## src/rtl/ptm_pkg.sv

```systemverilog
package ptm_pkg;
  localparam int CNT_W = 16;
  localparam int BYTE_W = 8;
  localparam int ST_W = 4;
  localparam int ST_RISE = 0;
  localparam int ST_FALL = 1;
  localparam int ST_STOP = 2;
  localparam int ST_END  = 3;

  typedef struct packed {
    logic pwm_mode;
    logic en_stop;
    logic en_fall;
    logic en_rise;
    logic start_edge;
    logic start;
    logic rst_edge;
    logic release_n;
  } ctrl_t;

  function automatic logic [CNT_W-1:0] next_count(logic [CNT_W-1:0] c, logic [CNT_W-1:0] p);
    return (c == p) ? '0 : c + CNT_W'(1);
  endfunction

  function automatic logic square_level(logic [CNT_W-1:0] c, logic [CNT_W-1:0] p);
    logic [CNT_W:0] half;
    half = ({1'b0, p} + (CNT_W+1)'(1)) >> 1;
    return {1'b0, c} < half;
  endfunction

  function automatic logic pwm_level(logic [CNT_W-1:0] c, logic [CNT_W-1:0] cmp);
    return c < cmp;
  endfunction

  function automatic logic flat_duty(logic [CNT_W-1:0] cmp);
    return (cmp == '0) || (cmp == '1);
  endfunction
endpackage

```

## src/rtl/ptm_flags.sv

```systemverilog
module ptm_flags #(
  parameter int W = 4
) (
  input  logic         clk,
  input  logic         rst_n,
  input  logic [W-1:0] ev,
  input  logic         clr,
  output logic [W-1:0] flags
);
  always_ff @(posedge clk or negedge rst_n) begin
    if (!rst_n) flags <= '0;
    else        flags <= (clr ? '0 : flags) | ev;
  end
endmodule

```

## src/rtl/ptm_channel.sv

```systemverilog
module ptm_channel
  import ptm_pkg::*;
(
  input  logic             clk,
  input  logic             rst_n,
  input  ctrl_t            ctrl,
  input  logic             pulse_shape,
  input  logic [CNT_W-1:0] period,
  input  logic [CNT_W-1:0] compare,
  input  logic             hold,
  input  logic             clr,
  output logic             out,
  output logic             oe,
  output logic             set_o,
  output logic             run_o,
  output logic [CNT_W-1:0] cnt_o,
  output logic [ST_W-1:0]  events
);
  logic             set, run, run_d, out_d, start_d, shot, go, run_timer, level;
  logic [CNT_W-1:0] cnt;

  assign set       = ~hold;
  assign go        = ctrl.start & ~start_d;
  assign run_timer = ctrl.start_edge ? (shot | go) : ctrl.start;
  assign run       = set & (ctrl.pwm_mode | run_timer);

  always_comb begin
    if (ctrl.pwm_mode)  level = pwm_level(cnt, compare);
    else if (pulse_shape) level = (cnt == period);
    else                level = square_level(cnt, period);
  end

  assign out   = set & level;
  assign oe    = set;
  assign set_o = set;
  assign run_o = run;
  assign cnt_o = cnt;

  always_ff @(posedge clk or negedge rst_n) begin
    if (!rst_n) begin
      cnt <= '0; run_d <= 1'b0; out_d <= 1'b0; start_d <= 1'b0; shot <= 1'b0;
    end else if (!set) begin
      cnt <= '0; run_d <= 1'b0; out_d <= 1'b0; start_d <= 1'b0; shot <= 1'b0;
    end else begin
      run_d   <= run;
      out_d   <= out;
      start_d <= ctrl.start;
      if (go && ctrl.start_edge)                 shot <= 1'b1;
      else if (shot && run && cnt == period)     shot <= 1'b0;
      if (clr)      cnt <= '0;
      else if (run) cnt <= next_count(cnt, period);
    end
  end

  always_comb begin
    events          = '0;
    events[ST_RISE] = set & ctrl.en_rise & out & ~out_d;
    events[ST_FALL] = set & ctrl.en_fall & ~out & out_d;
    events[ST_STOP] = set & ctrl.en_stop & run_d & ~run;
    events[ST_END]  = set & ctrl.en_fall & ctrl.pwm_mode & flat_duty(compare) & run & (cnt == period);
  end
endmodule

```

## src/rtl/dual_pwm_timer.sv

```systemverilog
module dual_pwm_timer
  import ptm_pkg::*;
#(
  parameter int NCH = 2,
  localparam int CH_SPAN = 8,
  localparam int SHARED = NCH * CH_SPAN,
  localparam int ADDR_W = $clog2(SHARED + 2)
) (
  input  logic              clk,
  input  logic              rst_n,
  input  logic              wr_en,
  input  logic [ADDR_W-1:0] wr_addr,
  input  logic [BYTE_W-1:0] wr_data,
  input  logic              rd_en,
  input  logic [ADDR_W-1:0] rd_addr,
  output logic [BYTE_W-1:0] rd_data,
  input  logic              ext_rst,
  output logic [NCH-1:0]    pwm_out,
  output logic [NCH-1:0]    pwm_oe,
  output logic [NCH-1:0]    irq
);
  localparam int OFF_CTRL = 0, OFF_PLO = 1, OFF_PHI = 2, OFF_CLO = 3, OFF_CHI = 4;
  localparam int OFF_SHAPE = 5, OFF_STAT = 6;
  localparam int A_SYNC = SHARED, A_MASK = SHARED + 1;

  ctrl_t            ctrl_q  [NCH];
  logic [CNT_W-1:0] per_q   [NCH];
  logic [CNT_W-1:0] cmp_q   [NCH];
  logic [NCH-1:0]   shape_q, sync_q, mask_q, stat_clr;
  logic             ext_en_q, ext_d;
  logic [ST_W-1:0]  ev      [NCH];
  logic [ST_W-1:0]  stat_q  [NCH];

  // internal views for the checker
  logic [NCH-1:0]       set_w, run_w, clr_w, pwm_w, hold_w;
  logic [NCH*CNT_W-1:0] cnt_w, per_w;

  always_ff @(posedge clk or negedge rst_n) begin
    if (!rst_n) begin
      for (int c = 0; c < NCH; c++) begin
        ctrl_q[c] <= '0; per_q[c] <= '0; cmp_q[c] <= '0;
      end
      shape_q <= '0; sync_q <= '0; mask_q <= '0; ext_en_q <= 1'b0; ext_d <= 1'b0;
    end else begin
      ext_d <= ext_rst;
      if (wr_en) begin
        for (int c = 0; c < NCH; c++) begin
          if (wr_addr == ADDR_W'(c*CH_SPAN + OFF_CTRL))  ctrl_q[c]       <= ctrl_t'(wr_data);
          if (wr_addr == ADDR_W'(c*CH_SPAN + OFF_PLO))   per_q[c][7:0]   <= wr_data;
          if (wr_addr == ADDR_W'(c*CH_SPAN + OFF_PHI))   per_q[c][15:8]  <= wr_data;
          if (wr_addr == ADDR_W'(c*CH_SPAN + OFF_CLO))   cmp_q[c][7:0]   <= wr_data;
          if (wr_addr == ADDR_W'(c*CH_SPAN + OFF_CHI))   cmp_q[c][15:8]  <= wr_data;
          if (wr_addr == ADDR_W'(c*CH_SPAN + OFF_SHAPE)) shape_q[c]      <= wr_data[0];
        end
        if (wr_addr == ADDR_W'(A_SYNC)) begin
          sync_q   <= wr_data[NCH-1:0];
          ext_en_q <= wr_data[7];
        end
        if (wr_addr == ADDR_W'(A_MASK)) mask_q <= wr_data[NCH-1:0];
      end
    end
  end

  always_comb begin
    rd_data  = '0;
    stat_clr = '0;
    for (int c = 0; c < NCH; c++) begin
      if (rd_addr == ADDR_W'(c*CH_SPAN + OFF_CTRL))  rd_data = ctrl_q[c];
      if (rd_addr == ADDR_W'(c*CH_SPAN + OFF_PLO))   rd_data = per_q[c][7:0];
      if (rd_addr == ADDR_W'(c*CH_SPAN + OFF_PHI))   rd_data = per_q[c][15:8];
      if (rd_addr == ADDR_W'(c*CH_SPAN + OFF_CLO))   rd_data = cmp_q[c][7:0];
      if (rd_addr == ADDR_W'(c*CH_SPAN + OFF_CHI))   rd_data = cmp_q[c][15:8];
      if (rd_addr == ADDR_W'(c*CH_SPAN + OFF_SHAPE)) rd_data = {7'd0, shape_q[c]};
      if (rd_addr == ADDR_W'(c*CH_SPAN + OFF_STAT)) begin
        rd_data     = BYTE_W'(stat_q[c]);
        stat_clr[c] = rd_en;
      end
    end
    if (rd_addr == ADDR_W'(A_SYNC)) begin
      rd_data          = '0;
      rd_data[NCH-1:0] = sync_q;
      rd_data[7]       = ext_en_q;
    end
    if (rd_addr == ADDR_W'(A_MASK)) rd_data = BYTE_W'(mask_q);
  end

  for (genvar c = 0; c < NCH; c++) begin : g_ch
    if (c == 0) begin : g_ext
      assign hold_w[c] = ~ctrl_q[c].release_n | sync_q[c]
                       | (ext_en_q & ~ctrl_q[c].rst_edge & ext_rst);
      assign clr_w[c]  = ext_en_q & ctrl_q[c].rst_edge & ext_rst & ~ext_d;
    end else begin : g_plain
      assign hold_w[c] = ~ctrl_q[c].release_n | sync_q[c];
      assign clr_w[c]  = 1'b0;
    end

    ptm_channel u_ch (
      .clk(clk), .rst_n(rst_n), .ctrl(ctrl_q[c]), .pulse_shape(shape_q[c]),
      .period(per_q[c]), .compare(cmp_q[c]), .hold(hold_w[c]), .clr(clr_w[c]),
      .out(pwm_out[c]), .oe(pwm_oe[c]), .set_o(set_w[c]), .run_o(run_w[c]),
      .cnt_o(cnt_w[c*CNT_W +: CNT_W]), .events(ev[c])
    );

    ptm_flags #(.W(ST_W)) u_flags (
      .clk(clk), .rst_n(rst_n), .ev(ev[c]), .clr(stat_clr[c]), .flags(stat_q[c])
    );

    assign pwm_w[c]                  = ctrl_q[c].pwm_mode;
    assign per_w[c*CNT_W +: CNT_W]   = per_q[c];
    assign irq[c]                    = mask_q[c] & (|stat_q[c]);
  end
endmodule

```

## config.mk

```make
export PLATFORM = sky130hd
export DESIGN_NAME = dual_pwm_timer
export DESIGN_NICKNAME = d
export VERILOG_FILES = /design/src/rtl/ptm_pkg.sv /design/src/rtl/ptm_flags.sv /design/src/rtl/ptm_channel.sv /design/src/rtl/dual_pwm_timer.sv
export SDC_FILE = /design/constraint.sdc
export NUM_CORES = 1
export LEC_CHECK = 0
export BUFFER_PORTS_ARGS = -buffer_cell sky130_fd_sc_hd__buf_2
export CAP_MARGIN = 20
export CORE_MARGIN = 2
export CORE_UTILIZATION = 25
export DETAILED_ROUTE_END_ITERATION = 8
export PLACE_DENSITY = 0.48
export SLEW_MARGIN = 20
export SYNTH_ARGS = -nofsm -noshare
export SYNTH_HDL_FRONTEND = slang
export SYNTH_SLANG_ARGS = --single-unit
```

## constraint.sdc

```tcl
create_clock -name clk -period 3.5 [get_ports clk]
set_clock_uncertainty 0.1 [all_clocks]
set_input_delay 0.175 -clock clk [delete_from_list [all_inputs] [get_ports clk]]
set_output_delay 0.175 -clock clk [all_outputs]
set_load 0.01 [all_outputs]
```

# Yosys cells after proc, flatten, opt, wreduce, memory -nomap -nowiden

Cells that the tools add are included.

$add $sub $neg: 4
$mul: 0
Div/mod/pow operators: 0
Magnitude comparators: 4
Eq/ne operators: 32
Shift-type cells: 0
Mux-type cells: 45
Bitwise operators: 62
Reduce and logical (&&, ||, !) cells: 32

Operators by type and width:

| kind                                                 | number |
|---|---|
| two-way mux 8 bit                                    | 16 |
| two-way mux 16 bit                                   | 7 |
| equality test 5 x 4 -> 1 bit (second input constant) | 13 |
| < comparator 16 bit                                  | 4 |
| AND 1 bit                                            | 39 |
| adder 16 x 1 -> 17 bit (second input constant)       | 2 |
| adder 16 x 1 -> 16 bit (second input constant)       | 2 |
| equality test 16 bit                                 | 2 |
| equality test 16 bit (second input constant)         | 2 |
| zero test 16 bit                                     | 2 |
| AND reduction 2 bit                                  | 14 |
| equality test 5 x 3 -> 1 bit (second input constant) | 5 |
| equality test 5 x 2 -> 1 bit (second input constant) | 4 |
| equality test 5 bit (second input constant)          | 4 |
| two-way mux 1 bit                                    | 20 |
| NOT 1 bit                                            | 14 |
| equality test 5 x 1 -> 1 bit (second input constant) | 2 |
| zero test 5 bit                                      | 2 |
| nonzero test 3 bit                                   | 3 |
| two-way mux 4 bit                                    | 2 |
| OR 4 bit                                             | 2 |
| OR reduction 4 bit                                   | 2 |
| OR 1 bit                                             | 7 |
| logical AND 1 bit                                    | 6 |
| other kinds (2)                                      | 3 |

Register bits after elaboration: 136
Latch bits: 0
RAM bits: 0
Memory bits (read-only): 0
Bits of input ports: 23
Output and inout bits: 14
Logic and storage cells: 221
Memories: 0

# Logic depth before layout (Yosys ltp)

Gate-level depths: netlist (run 1).

Depth in word-level cells: 17
Gate-level depth with buffers: 15
Mapped depth without buffers: 13

# Cells and area by module

Synthesis (run 1) repeated with hierarchy kept, for this count alone.

Cells, all modules: 992
Area, all modules: 9,650.5 um^2

Modules (own cells, without submodules):

| module         | times used | cells each | area an instance (um^2) | sequential area each (um^2) |
|---|---|---|---|---|
| dual_pwm_timer | 1          | 444        | 4,848.4                 | 2,202.1 |
| ptm_channel    | 2          | 265        | 2,267.2                 | 500.5 |
| ptm_flags      | 2          | 9          | 133.9                   | 100.1 |

# Worst setup path after synthesis (run 1)

Ideal clock, no wire load.

Path type: register -> output
Start: reg per_q[2] (netlist name)
End: out pwm_out[1]
Arrival time: 2,585 ps
Data required time: 3,225 ps
Slack: 640 ps
Stages on the path, launching flop included: 16
Path buffers: 2
Cells stage by stage: dfrtp_1 > buf_2 > nand3_1 > nor2_1 > nand4_1 > nor2_1 > nand3_1 > xor2_1 > ha_1 > a21oi_1 > o21ai_0 > a2111oi_0 > o31ai_1 > nand2_1 > and3b_1 > buf_4

Word-level cells in the longest chain between the ends: 5
Elaborated cells on any way between the ends: 6
Classes of those cells: 1 x add/sub; 1 x order compare; 1 x eq/ne; 2 x mux; 1 x bitwise

Ends and longest elaborated chain:

| what                              | RTL line             | source |
|---|---|---|
| from (decl)                       | dual_pwm_timer.sv:27 | `logic [CNT_W-1:0] per_q [NCH];` |
| from (signal, indexed assignment) | dual_pwm_timer.sv:49 | `if (wr_addr == ADDR_W'(c*CH_SPAN + OFF_PLO)) per_q[c][7:0] <= wr_data;` |
| from (signal, indexed assignment) | dual_pwm_timer.sv:50 | `if (wr_addr == ADDR_W'(c*CH_SPAN + OFF_PHI)) per_q[c][15:8] <= wr_data;` |
| adder 16 x 1 -> 17 bit            | ptm_pkg.sv:27        | `half = ({1'b0, p} + (CNT_W+1)'(1)) >> 1;` |
| < comparator 16 bit               | ptm_pkg.sv:28        | `return {1'b0, c} < half;` |
| two-way mux 1 bit (*)             | ptm_channel.sv:29    | `else if (pulse_shape) level = (cnt == period);` |
| two-way mux 1 bit (*)             | ptm_channel.sv:28    | `if (ctrl.pwm_mode) level = pwm_level(cnt, compare);` |
| AND 1 bit (*)                     | ptm_channel.sv:33    | `assign out = set & level;` |
| to (decl)                         | dual_pwm_timer.sv:18 | `output logic [NCH-1:0] pwm_out,` |

Mark *: on every way between the ends. The rest lies on a longest branch, timed or not.

# Worst setup path after layout (run 1)

Start: reg per_q[20] (netlist name)
End: out pwm_out[0]

The elaborated chain is that of the path after synthesis.

==> summary.md, run 1 <==
| Metric | Value |
|---|---|
| H-tree level count | 4 |
| Fillers | 3,826 |
| Tot GR Track Use | 16.3% |
| Syn Nets | 1,068 |
| Final Cycle Share | 97.2% |
| CTS Buf Count | 17 |
| Max frequency | 294 MHz |
| Netlist cell types | 72 |
| CP Launch Type | flop |
| Crit. Startpoint | per_q[20] |
| Unrepaired setup endpoints after global routing | yes |
| Slew Viols, Final | 0 |
| Largest net degree at the start of global routing | 78 |
| Required time worst endpoint | 3.22 ns |
| Clk_lat worst skew | 0.44 ns |
| R2R Path Start | per_q[20] |
| WL per Instance | 20.5 um |
| Antenna violations before repair | 0 |
| Reg2reg end | g_ch[0].u_flags.flags[0] |
| Clock tree root buffer cell | clkbuf_16 |
| Final HPWL from detailed placement | 22,700 um |
| Main area contributors after synthesis | dfrtp_1 36%, mux2_2 8.7%, ha_1 8.6% |
| Via count | 7,802 |
| Area delta synth->final | 16.7% |
| Top_reg_cell synth | dfrtp_1 |
| Critical Path Stages | 12 |
| Final core occ | 29.7% |
| Crit Path Class | flop to primary output |
| HP Class | input pin to flop |
| Final net count | 1,111 |
| Syn_area_per_cell | 9.52 um2 |
| Count leader, synth | dfrtp_1 |
| Clock sink count | 136 |
| FF+latch count, synth | 136 |
| Num ports | 37 |
| Cells after Synth | 981 |
| Yosys top cell by area | dfrtp_1 |
| Crit Path Max Fanout | 4 |
| Hold depth | 3 |
| Mapped Area | 9340 um2 |
| Setup slack at placement | 0.257 ns |
| Clock buffer depth | 2 |
| Fin. Hold Viols | 0 |
| Hold Slack | 0.0287 ns |
| Commonest cells post-synth | 136 x dfrtp_1, 79 x nand2_1, 72 x mux2_2 |
| Seq/Total Area, Yosys | 36.4% |
| Antenna Cells | 0 |
| ANT nets after route | 0 |
| Routability Congestion | 0.853 |
| Power Density | 504 nW/um2 |
| Max incr delay on CP | 0.35 ns |
| Port Buffer Count | 36 |
| CP top delay family | compound AO/OA/AOI/OAI gates |
| GRT overflow | 0 |
| Peak supply drop | 0.000364 V |
| Post-synth ARST share | 100% |
| Vias in the first global route | 7,556 |
| # DRC | 0 |
| Reg clk slew, reported paths | 0.07 ns |
| Worst r2r path cells | 11 |
| Initial Utilization | 25.5% |
| DRT iter0 DRCs | 482 |
| Outcome | completed |
| Critical-path top delay cell | dfrtp_1 |
| Number of synthesized flops with an enable pin | 0 |
| CP Cell Sequence | and4_4 > nand4_1 > buf_4 > xnor2_2 > ha_1 > and3_4 > o211ai_1 > o221a_2 > a221oi_2 > o22ai_2 > and2_4 > buf_6 |
| CP endpoint kind | primary output |
| Rows | 70 |
| Placed instance count | 1,456 |
| Die W | 197 um |
| CP endpoint | pwm_out[0] |
| First-pass GRT wire length | 47,700 um |
| Reg-to-reg slack, setup | 0.68 ns |
| Total routed wirelength | 30,900 um |
| Die area | 38,900 um2 |
| Worst Tran Pin Value | 1.02 ns |
| Final WS setup | 0.0992 ns |
| Max-cap violations | 0 |
| Yosys warnings | 0 |
| CP arrival | 3.13 ns |
| Drt pass-1 iters | 5 |
| Die Ht | 197 um |
| Average vias per placed instance | 5.18 |
| Core box area | 36,700 um2 |
| WP buf/inv | 2 |
| TritonCTS clock tree | done |
| Minimum clock period | 3.40 ns |
| Layout cells sized above 1 | 21.5% |
| Synth top area share | 36.4% |
| # setup viols final | 0 |
| Slew margin rel. | 32.0% |
| Leak pwr | 4.71 nW |
| Post-Layout Cell Count | 1,505 |
-- layer usage --
layer  share of wire (%)  up-vias  GRT usage [%]  wire length [um]
li1                    -     3687              -                 -
met1                  45     3952           21.2             13900
met2                  51      134           28.1             15600
met3                 2.4       29           2.25               744
met4                 1.9        0           4.76               598
met5                   0        -              0                 0
-- state kept, by name (all words and copies together), names as in the netlist --
| signal | flops |
|---|---|
| cmp_q | 32 |
| g_ch.u_ch.cnt_o | 32 |
| per_q | 32 |
| ctrl_q | 16 |
| g_ch.u_flags.flags | 8 |
| g_ch.u_ch.out_d | 2 |
| g_ch.u_ch.run_d | 2 |
| g_ch.u_ch.shot | 2 |
| g_ch.u_ch.start_d | 2 |
| mask_q | 2 |
| shape_q | 2 |
| sync_q | 2 |
| ext_d | 1 |
| ext_en_q | 1 |
-- worst min path at each step --
| stage | slack [ns] | from | end |
|---|---|---|---|
| final | 0.03 | wr_addr[3] | shape_q[1] |
| after global routing | 0.04 | wr_addr[3] | shape_q[1] |
| after CTS | 0.008 | wr_addr[3] | shape_q[1] |
| after detailed placement | 0.17 | rst_n | g_ch[0].u_ch.cnt_o[14] |
| after global placement | 0.18 | rst_n | g_ch[0].u_ch.cnt_o[14] |
| after floorplan | -0.22 | rst_n | cmp_q[0] |
-- timing repair --
| item | CTS | global route |
|---|---|---|
| endpoints found under the setup margin | 2 | 2 |
| setup buffers | 12 | 3 |
| pin swaps | 6 | 21 |
| hold buffers | 2 | 0 |
| gates resized for setup | 14 | 20 |
| endpoints found under the hold margin | 77 | 0 |
-- metrics by stage --
stage               area (um2)  total power [W]  setup TNS (ns)
finish                   10900          0.00550               0
detailed placement       10000          0.00349               0
global placement         10000          0.00347               0
CTS                      10800          0.00550      -0.0000555
global route             10900          0.00581          -0.101
floorplan                 9340          0.00298               0
-- layout make-up --
| cell class | count | area (um2) | area share (%) |
|---|---|---|---|
| Multi-Input combinational cell | 745 | 5600 | 51.3 |
| Tap cell | 468 | 586 | 5.37 |
| Inverter | 51 | 191 | 1.76 |
| Sequential cell | 136 | 3410 | 31.3 |
| Clock inverter | 13 | 185 | 1.70 |
| Timing Repair Buffer | 73 | 500 | 4.59 |
| Clock buffer | 19 | 433 | 3.97 |
-- logic make-up after synthesis --
family	Yosys count	synth area share [%]
fa+ha+maj	64	8.57
xor+xnor	64	6.00
compound gates	215	15.0
simple gates	311	17.9
buf+inv	100	4.86
mux	91	11.2
flops	136	36.4
-- tightest hold or removal path, cell delays in order --
cell and delay, ns:
buf_2 0.13, nand3_1 0.08, mux2_2 0.14
-- cells in the final DEF (no fill, tap or decap), types with 20 or more instances in the layout --
| master | count |
|---|---|
| nand2_1 | 79 |
| nor2_1 | 42 |
| nand3_1 | 35 |
| nand4_1 | 32 |
| a21oi_1 | 41 |
| mux2_2 | 72 |
| o21ai_0 | 48 |
| inv_1 | 51 |
| dfrtp_1 | 131 |
| buf_2 | 34 |
| xnor2_1 | 46 |
| buf_4 | 33 |
| nor3_1 | 20 |
| ha_1 | 62 |
-- where the power goes --
part | total (W) | switching [W] | internal, W
Combinational | 0.00138 | 0.000747 | 0.000635
Sequential | 0.00217 | 0.000351 | 0.00182
Clock | 0.00195 | 0.000803 | 0.00115
Total | 0.00550 | 0.00190 | 0.00360
Power figures use the tool's default switching activity.
==> inputs of run 2 (changes only) <==
Settings changed: PLACE_DENSITY 0.48 to not set, PLACE_DENSITY_LB_ADDON set to 0.05.
==> run 2 against run 1 <==
Net effect:
- combinational power grew 4%
- hold slack gained 0.010 ns
- die area is the same
- power grew 3.4%
- first-iteration DRC count shrank 3.9%
- design area grew 0.90%
- critical endpoint unchanged
- largest power group unchanged
==> summary.md, run 2 (same netlist as run 1, synthesis figures left out) <==
| Metric | Value |
|---|---|
| Outcome | completed |
| Largest net degree at the start of global routing | 68 (-13%) |
| Commonest cells after routing, fill and taps aside | 133 x dfrtp_1, 79 x nand2_1, 72 x mux2_2 |
| Die area | 38,900 um2 (unchanged) |
| Crit. Startpoint | per_q[20] |
| H-tree level count | 4 (unchanged) |
| HP Class | input pin to flop |
| Crit Path Class | flop to primary output |
| Power Density | 517 nW/um2 (+2.4%) |
| Clk_lat worst skew | 0.45 ns (about the same) |
| Layout cells sized above 1 | 22.3% (+0.79 points) |
| Crit Path Max Fanout | 4 (unchanged) |
| WL per Instance | 23.2 um (+13%) |
| First-pass GRT wire length | 53,000 um (+11%) |
| Antenna Cells | 0 (unchanged) |
| CP Cell Sequence | and4_4 > nand4_1 > xnor2_1 > ha_1 > and3_4 > o211ai_1 > o221a_2 > a221oi_2 > o22ai_2 > and2_4 > buf_6 |
| Area delta synth->final | 17.7% |
| Reg clk slew, reported paths | 0.06 ns (about the same) |
| Routability Congestion | 0.807 (-5.3%) |
| Port Buffer Count | 36 (unchanged) |
| Vias in the first global route | 7,844 (+3.8%) |
| CP Launch Type | flop |
| Reg-to-reg slack, setup | 0.59 ns (-0.09 ns) |
| Initial Utilization | 25.5% (unchanged) |
| Max frequency | 297 MHz (+0.86%) |
| GRT overflow | 0 (unchanged) |
| CP arrival | 3.10 ns (-0.03 ns) |
| Slew margin rel. | 50.9% (+19 points) |
| Leak pwr | 4.77 nW (+1.2%) |
| Num ports | 37 (unchanged) |
| Placed instance count | 1,465 (+0.62%) |
| CTS Buf Count | 17 (unchanged) |
| Post-Layout Cell Count | 1,513 (+0.53%) |
| ANT nets after route | 0 (unchanged) |
| Max-cap violations | 0 (unchanged) |
| Commonest non-fill, non-tap cell in the layout | dfrtp_1 |
| Tot GR Track Use | 18.7% (+2.4 points) |
| Slew Viols, Final | 0 (unchanged) |
| Clock buffer depth | 2 (unchanged) |
| Critical-path top delay cell | dfrtp_1 |
| Rows | 70 (unchanged) |
| Peak supply drop | 0.000320 V (-12%) |
| Die Ht | 197 um (unchanged) |
| TritonCTS clock tree | done |
| Fin. Hold Viols | 0 (unchanged) |
| Clock tree root buffer cell | clkbuf_16 |
| Average vias per placed instance | 5.08 (-2.0%) |
| # DRC | 0 (unchanged) |
| Clock sink count | 136 (unchanged) |
| Unrepaired setup endpoints after global routing | yes |
| Total routed wirelength | 35,100 um (+14%) |
| Die W | 197 um (unchanged) |
| Required time worst endpoint | 3.22 ns (about the same) |
| DRT iter0 DRCs | 463 (-3.9%) |
| Final Cycle Share | 96.3% (-0.83 points) |
| Minimum clock period | 3.37 ns (-0.0292 ns) |
| Worst hold start | wr_addr[3] |
| CP endpoint kind | primary output |
| Hold Slack | 0.0388 ns (+0.0101 ns) |
| Drt pass-1 iters | 5 (unchanged) |
| Antenna violations before repair | 1 (+1) |
| Core box area | 36,700 um2 (unchanged) |
| Max incr delay on CP | 0.34 ns (about the same) |
| Final net count | 1,119 (+0.72%) |
| Via count | 7,683 (-1.5%) |
| # setup viols final | 0 (unchanged) |
| R2R Path Start | per_q[4] |
| Worst Tran Pin Value | 0.733 ns (-0.284 ns) |
| Final HPWL from detailed placement | 26,300 um (+16%) |
-- run 2: cell count changes in the layout (fill, tap and decap cells not counted), moves of 3 or more --
| cell | previous run | this run |
|---|---|---|
| nor2_1 | 42 | 39 |
| inv_8 | 3 | 0 |
| buf_4 | 33 | 42 |
| inv_6 | 3 | 0 |
| clkinv_2 | 0 | 5 |
-- run 2: stage by stage --
step	area, um2	total power (W)	setup WS, ns	util, %	TNS (ns)
5_1_grt	11000	0.00599	-0.0442	30.0	-0.0827
3_3_place_gp	10100	0.00358	0.272	27.5	0
4_1_cts	10900	0.00571	-0.00741	29.7	-0.00741
3_5_place_dp	10100	0.00357	0.215	27.5	0
6_report	11000	0.00568	0.128	30.0	0
2_1_floorplan	9340	0.00298	0.640	-	0
-- run 2: path summary, 6_finish.rpt --
| kind | end | cells after the start |
|---|---|---|
| setup / recovery | pwm_out[0] | 11 |
| hold / removal | shape_q[1] | 3 |
| setup reg to reg | g_ch[1].u_flags.flags[0] | 14 |
| hold reg to reg | g_ch[1].u_flags.flags[2] | 1 |
| max in group asynchronous | g_ch[0].u_ch.cnt_o[10] | 3 |
| min in group asynchronous | ctrl_q[10] | 2 |
-- run 2: power breakdown --
group | leakage, nW | switching [W] | internal, W
Combinational | 2.69 | 0.000791 | 0.000645
Sequential | 1.75 | 0.000352 | 0.00182
Clock | 0.322 | 0.000782 | 0.00130
-- run 2: critical path, delay by kind of cell, from the launching register on --
family | cells | cell delay [ns]
AOI/OAI and AO/OA | 4 | 0.88
and+or+nand+nor | 4 | 0.81
DFF | 1 | 0.34
adders and majority gates | 1 | 0.30
xor gates and xnor gates | 1 | 0.20
buffers and inverters | 1 | 0.11
-- run 2: timing repair --
item                       4_1_cts  5_1_grt
hold endpoints to repair        66        0
resized for setup               17       17
setup buffers                   10        4
hold buffers                     2        0
pin swaps                       10       19
setup endpoints to repair        2        2
-- run 2: per-layer routing --
layer  share of wire, %  up-vias  wire length, um  GRT usage, %
li1                   -     3701                -             -
met1                 45     3825            15900          23.8
met2                 51      123            17700          33.1
met3                2.6       34              917          2.92
met4                1.4        0              495          4.48
met5                  0        -                0             0
-- run 2: area by class of cell --
class | instances | area, um2
sequential | 136 | 3410
clock inverter | 13 | 200
inverter | 51 | 191
multi-input combinational | 745 | 5610
fill | 3833 | 25700
tap | 468 | 586
timing repair buffer | 81 | 548
clock buffer | 19 | 453
==> inputs of run 3 (changes only) <==
Settings changed: MAX_ROUTING_LAYER set to met4, SYNTH_HIERARCHICAL set to 1.
==> run 3 against run 2 <==
Net effect:
- critical path depth up 1
- clock-buffer cell count up 3
- largest power group unchanged
- synthesized area up 3.1%
==> summary.md, run 3 <==
| Metric | Value |
|---|---|
| Outcome | completed |
| Clock buffer depth | 2 (unchanged) |
| Commonest cells after routing, fill and taps aside | 124 x dfrtp_1, 89 x mux2_2, 68 x xor2_1 |
| Placed Area | 10,500 um2 (+3.7%) |
| CP arrival | 3.14 ns (+0.04 ns) |
| Top Metal Used | met4 |
| Crit Path Max Fanout | 4 (unchanged) |
| Clock sink count | 136 (unchanged) |
| Clock power frac | 35.2% (-1.4 points) |
| CP Launch Type | flop |
| Sw power | 0.00188 W (-2.3%) |
| Max-cap violations | 0 (unchanged) |
| Final Cycle Share | 97.5% (+1.1 points) |
| Commonest non-fill, non-tap cell in the layout | dfrtp_1 |
| Design area | 11,500 um2 (+4.6%) |
| Syn Nets | 1,077 (+0.84%) |
| Slew Viols, Final | 0 (unchanged) |
| Setup slack at placement | 0.273 ns (+0.0580 ns) |
| Int Pwr | 0.00370 W (-1.5%) |
| Clock tree root buffer cell | clkbuf_16 |
| # setup viols final | 0 (unchanged) |
| CTS Buf Count | 17 (unchanged) |
| Vias in the first global route | 7,888 (+0.56%) |
| Yosys warnings | 6 (+6) |
| Met2 wire len | 15,400 um (-13%) |
| Syn_area_per_cell | 9.73 um2 (+2.2%) |
| GRT overflow | 0 (unchanged) |
| Rows | 71 (+1.4%) |
| Initial Utilization | 25.5% (about the same) |
| Num ports | 37 (unchanged) |
| Die W | 200 um (+1.5%) |
| Unrepaired setup endpoints after global routing | yes |
| Tot GR Track Use | 19.3% (+0.52 points) |
| Die area | 40,100 um2 (+3.1%) |
| # DRC | 0 (unchanged) |
| Metal-1 WL | 20,000 um (+26%) |
| Reg clk slew, reported paths | 0.06 ns (about the same) |
| Post-Layout Cell Count | 1,586 (+4.8%) |
| Final core occ | 30.4% (+0.43 points) |
| Antenna violations before repair | 3 (+2) |
| Worst Tran Pin Value | 0.924 ns (+0.191 ns) |
| Routability Congestion | 0.838 (+3.8%) |
| First-pass GRT wire length | 55,500 um (+4.7%) |
| Final HPWL from detailed placement | 27,200 um (+3.7%) |
| Average vias per placed instance | 5.01 (-1.4%) |
| Max frequency | 293 MHz (-1.2%) |
| Slew margin rel. | 38.1% (-13 points) |
| Power Density | 485 nW/um2 (-6.1%) |
| Placed instance count | 1,525 (+4.1%) |
| Layout cells sized above 1 | 26.9% (+4.6 points) |
| Final net count | 1,150 (+2.8%) |
| Crit Path Class | flop to primary output |
| Largest net degree at the start of global routing | 59 (-13%) |
| Hold Slack | 0.0418 ns (+0.00306 ns) |
| HP Class | input pin to flop |
| H-tree level count | 4 (unchanged) |
| DRT iter0 DRCs | 537 (+16%) |
| Mapped Area | 9640 um2 (+3.1%) |
| Met3 WL | 1190 um (+29%) |
| Peak supply drop | 0.000359 V (+12%) |
| Fin. Hold Viols | 0 (unchanged) |
| Area delta synth->final | 19.4% |
| Total routed wirelength | 37,000 um (+5.5%) |
| TritonCTS clock tree | done |
| Final WS setup | 0.0889 ns (-0.0395 ns) |
| Via count | 7,944 (+3.4%) |
| Drt pass-1 iters | 4 (-1) |
| Die Ht | 200 um (+1.5%) |
| ANT nets after route | 0 (unchanged) |
| Sw Share | 33.7% (-0.19 points) |
| Clk_lat worst skew | 0.44 ns (about the same) |
| Leak pwr | 5.07 nW (+6.4%) |
| Core box area | 37,800 um2 (+3.1%) |
| Combinational share of power | 25.5% (+0.2 points) |
| Port Buffer Count | 36 (unchanged) |
| Minimum clock period | 3.41 ns (+0.0395 ns) |
| CP endpoint kind | primary output |
| WL per Instance | 23.3 um (+0.62%) |
| Required time worst endpoint | 3.22 ns (about the same) |
| Flop pwr share | 39.3% (+1.2 points) |
| Cells after Synth | 990 (+0.92%) |
==> run 3: power groups by stage <==
| stage | clock (W) | combinational [W] | sequential, W |
|---|---|---|---|
| 2_1_floorplan | 0 | 0.000832 | 0.00205 |
| 3_3_place_gp | 0 | 0.00127 | 0.00222 |
| 3_5_place_dp | 0 | 0.00126 | 0.00223 |
| 4_1_cts | 0.00201 | 0.00132 | 0.00219 |
| 5_1_grt | 0.00209 | 0.00157 | 0.00223 |
| 6_report | 0.00196 | 0.00142 | 0.00219 |
==> run 3: final timing paths <==
path	depth (start not counted)	to	from	slack (ns)
setup reg to reg	13	g_ch[0].u_flags/flags[0]	per_q[17]	0.50
min in group asynchronous	2	per_q[26]	rst_n	0.18
hold / removal	3	shape_q[1]	wr_addr[2]	0.04
hold reg to reg	1	sync_q[0]	sync_q[0]	0.41
max in group asynchronous	3	per_q[16]	rst_n	2.25
setup / recovery	12	pwm_out[1]	per_q[1]	0.09
==> run 3: what timing repair did <==
item                                    CTS  global route
pin swaps                                 6            25
hold endpoints to repair                 53             0
endpoints found under the setup margin    2             2
gates resized for setup                  17            33
hold buffers                              3             0
buffers inserted                          8            20
==> run 3: area by class of cell <==
class,instances,area (um2)
clock buffer,22,474
fill,3998,26300
multi-input combinational,762,5980
sequential,136,3420
timing repair buffer,94,654
antenna,1,2.50
inverter,52,195
clock inverter,8,145
tap,511,639
==> run 3: through the flow <==
step / power (W) / TNS (ns)
6_report: 0.00558 / 0
2_1_floorplan: 0.00288 / 0
5_1_grt: 0.00589 / -0.0506
4_1_cts: 0.00552 / 0
3_3_place_gp: 0.00350 / 0
3_5_place_dp: 0.00349 / 0
==> run 3: critical path, stage by stage (launching register included) <==
cell	delay (ns)
dfrtp_1	0.44
ha_4	0.18
and3_4	0.18
nand3_2	0.08
xor2_1	0.17
ha_1	0.31
a211o_1	0.29
a21oi_2	0.18
o31ai_4	0.10
a211oi_4	0.33
o31a_4	0.19
and2_4	0.15
buf_6	0.09
==> run 3: per-layer routing <==
| metal | track usage [%] | vias to the layer above |
|---|---|---|
| li1 | - | 3771 |
| met1 | 29.6 | 3997 |
| met2 | 26.2 | 156 |
| met3 | 2.64 | 20 |
| met4 | 4.44 | 0 |
| met5 | - | - |
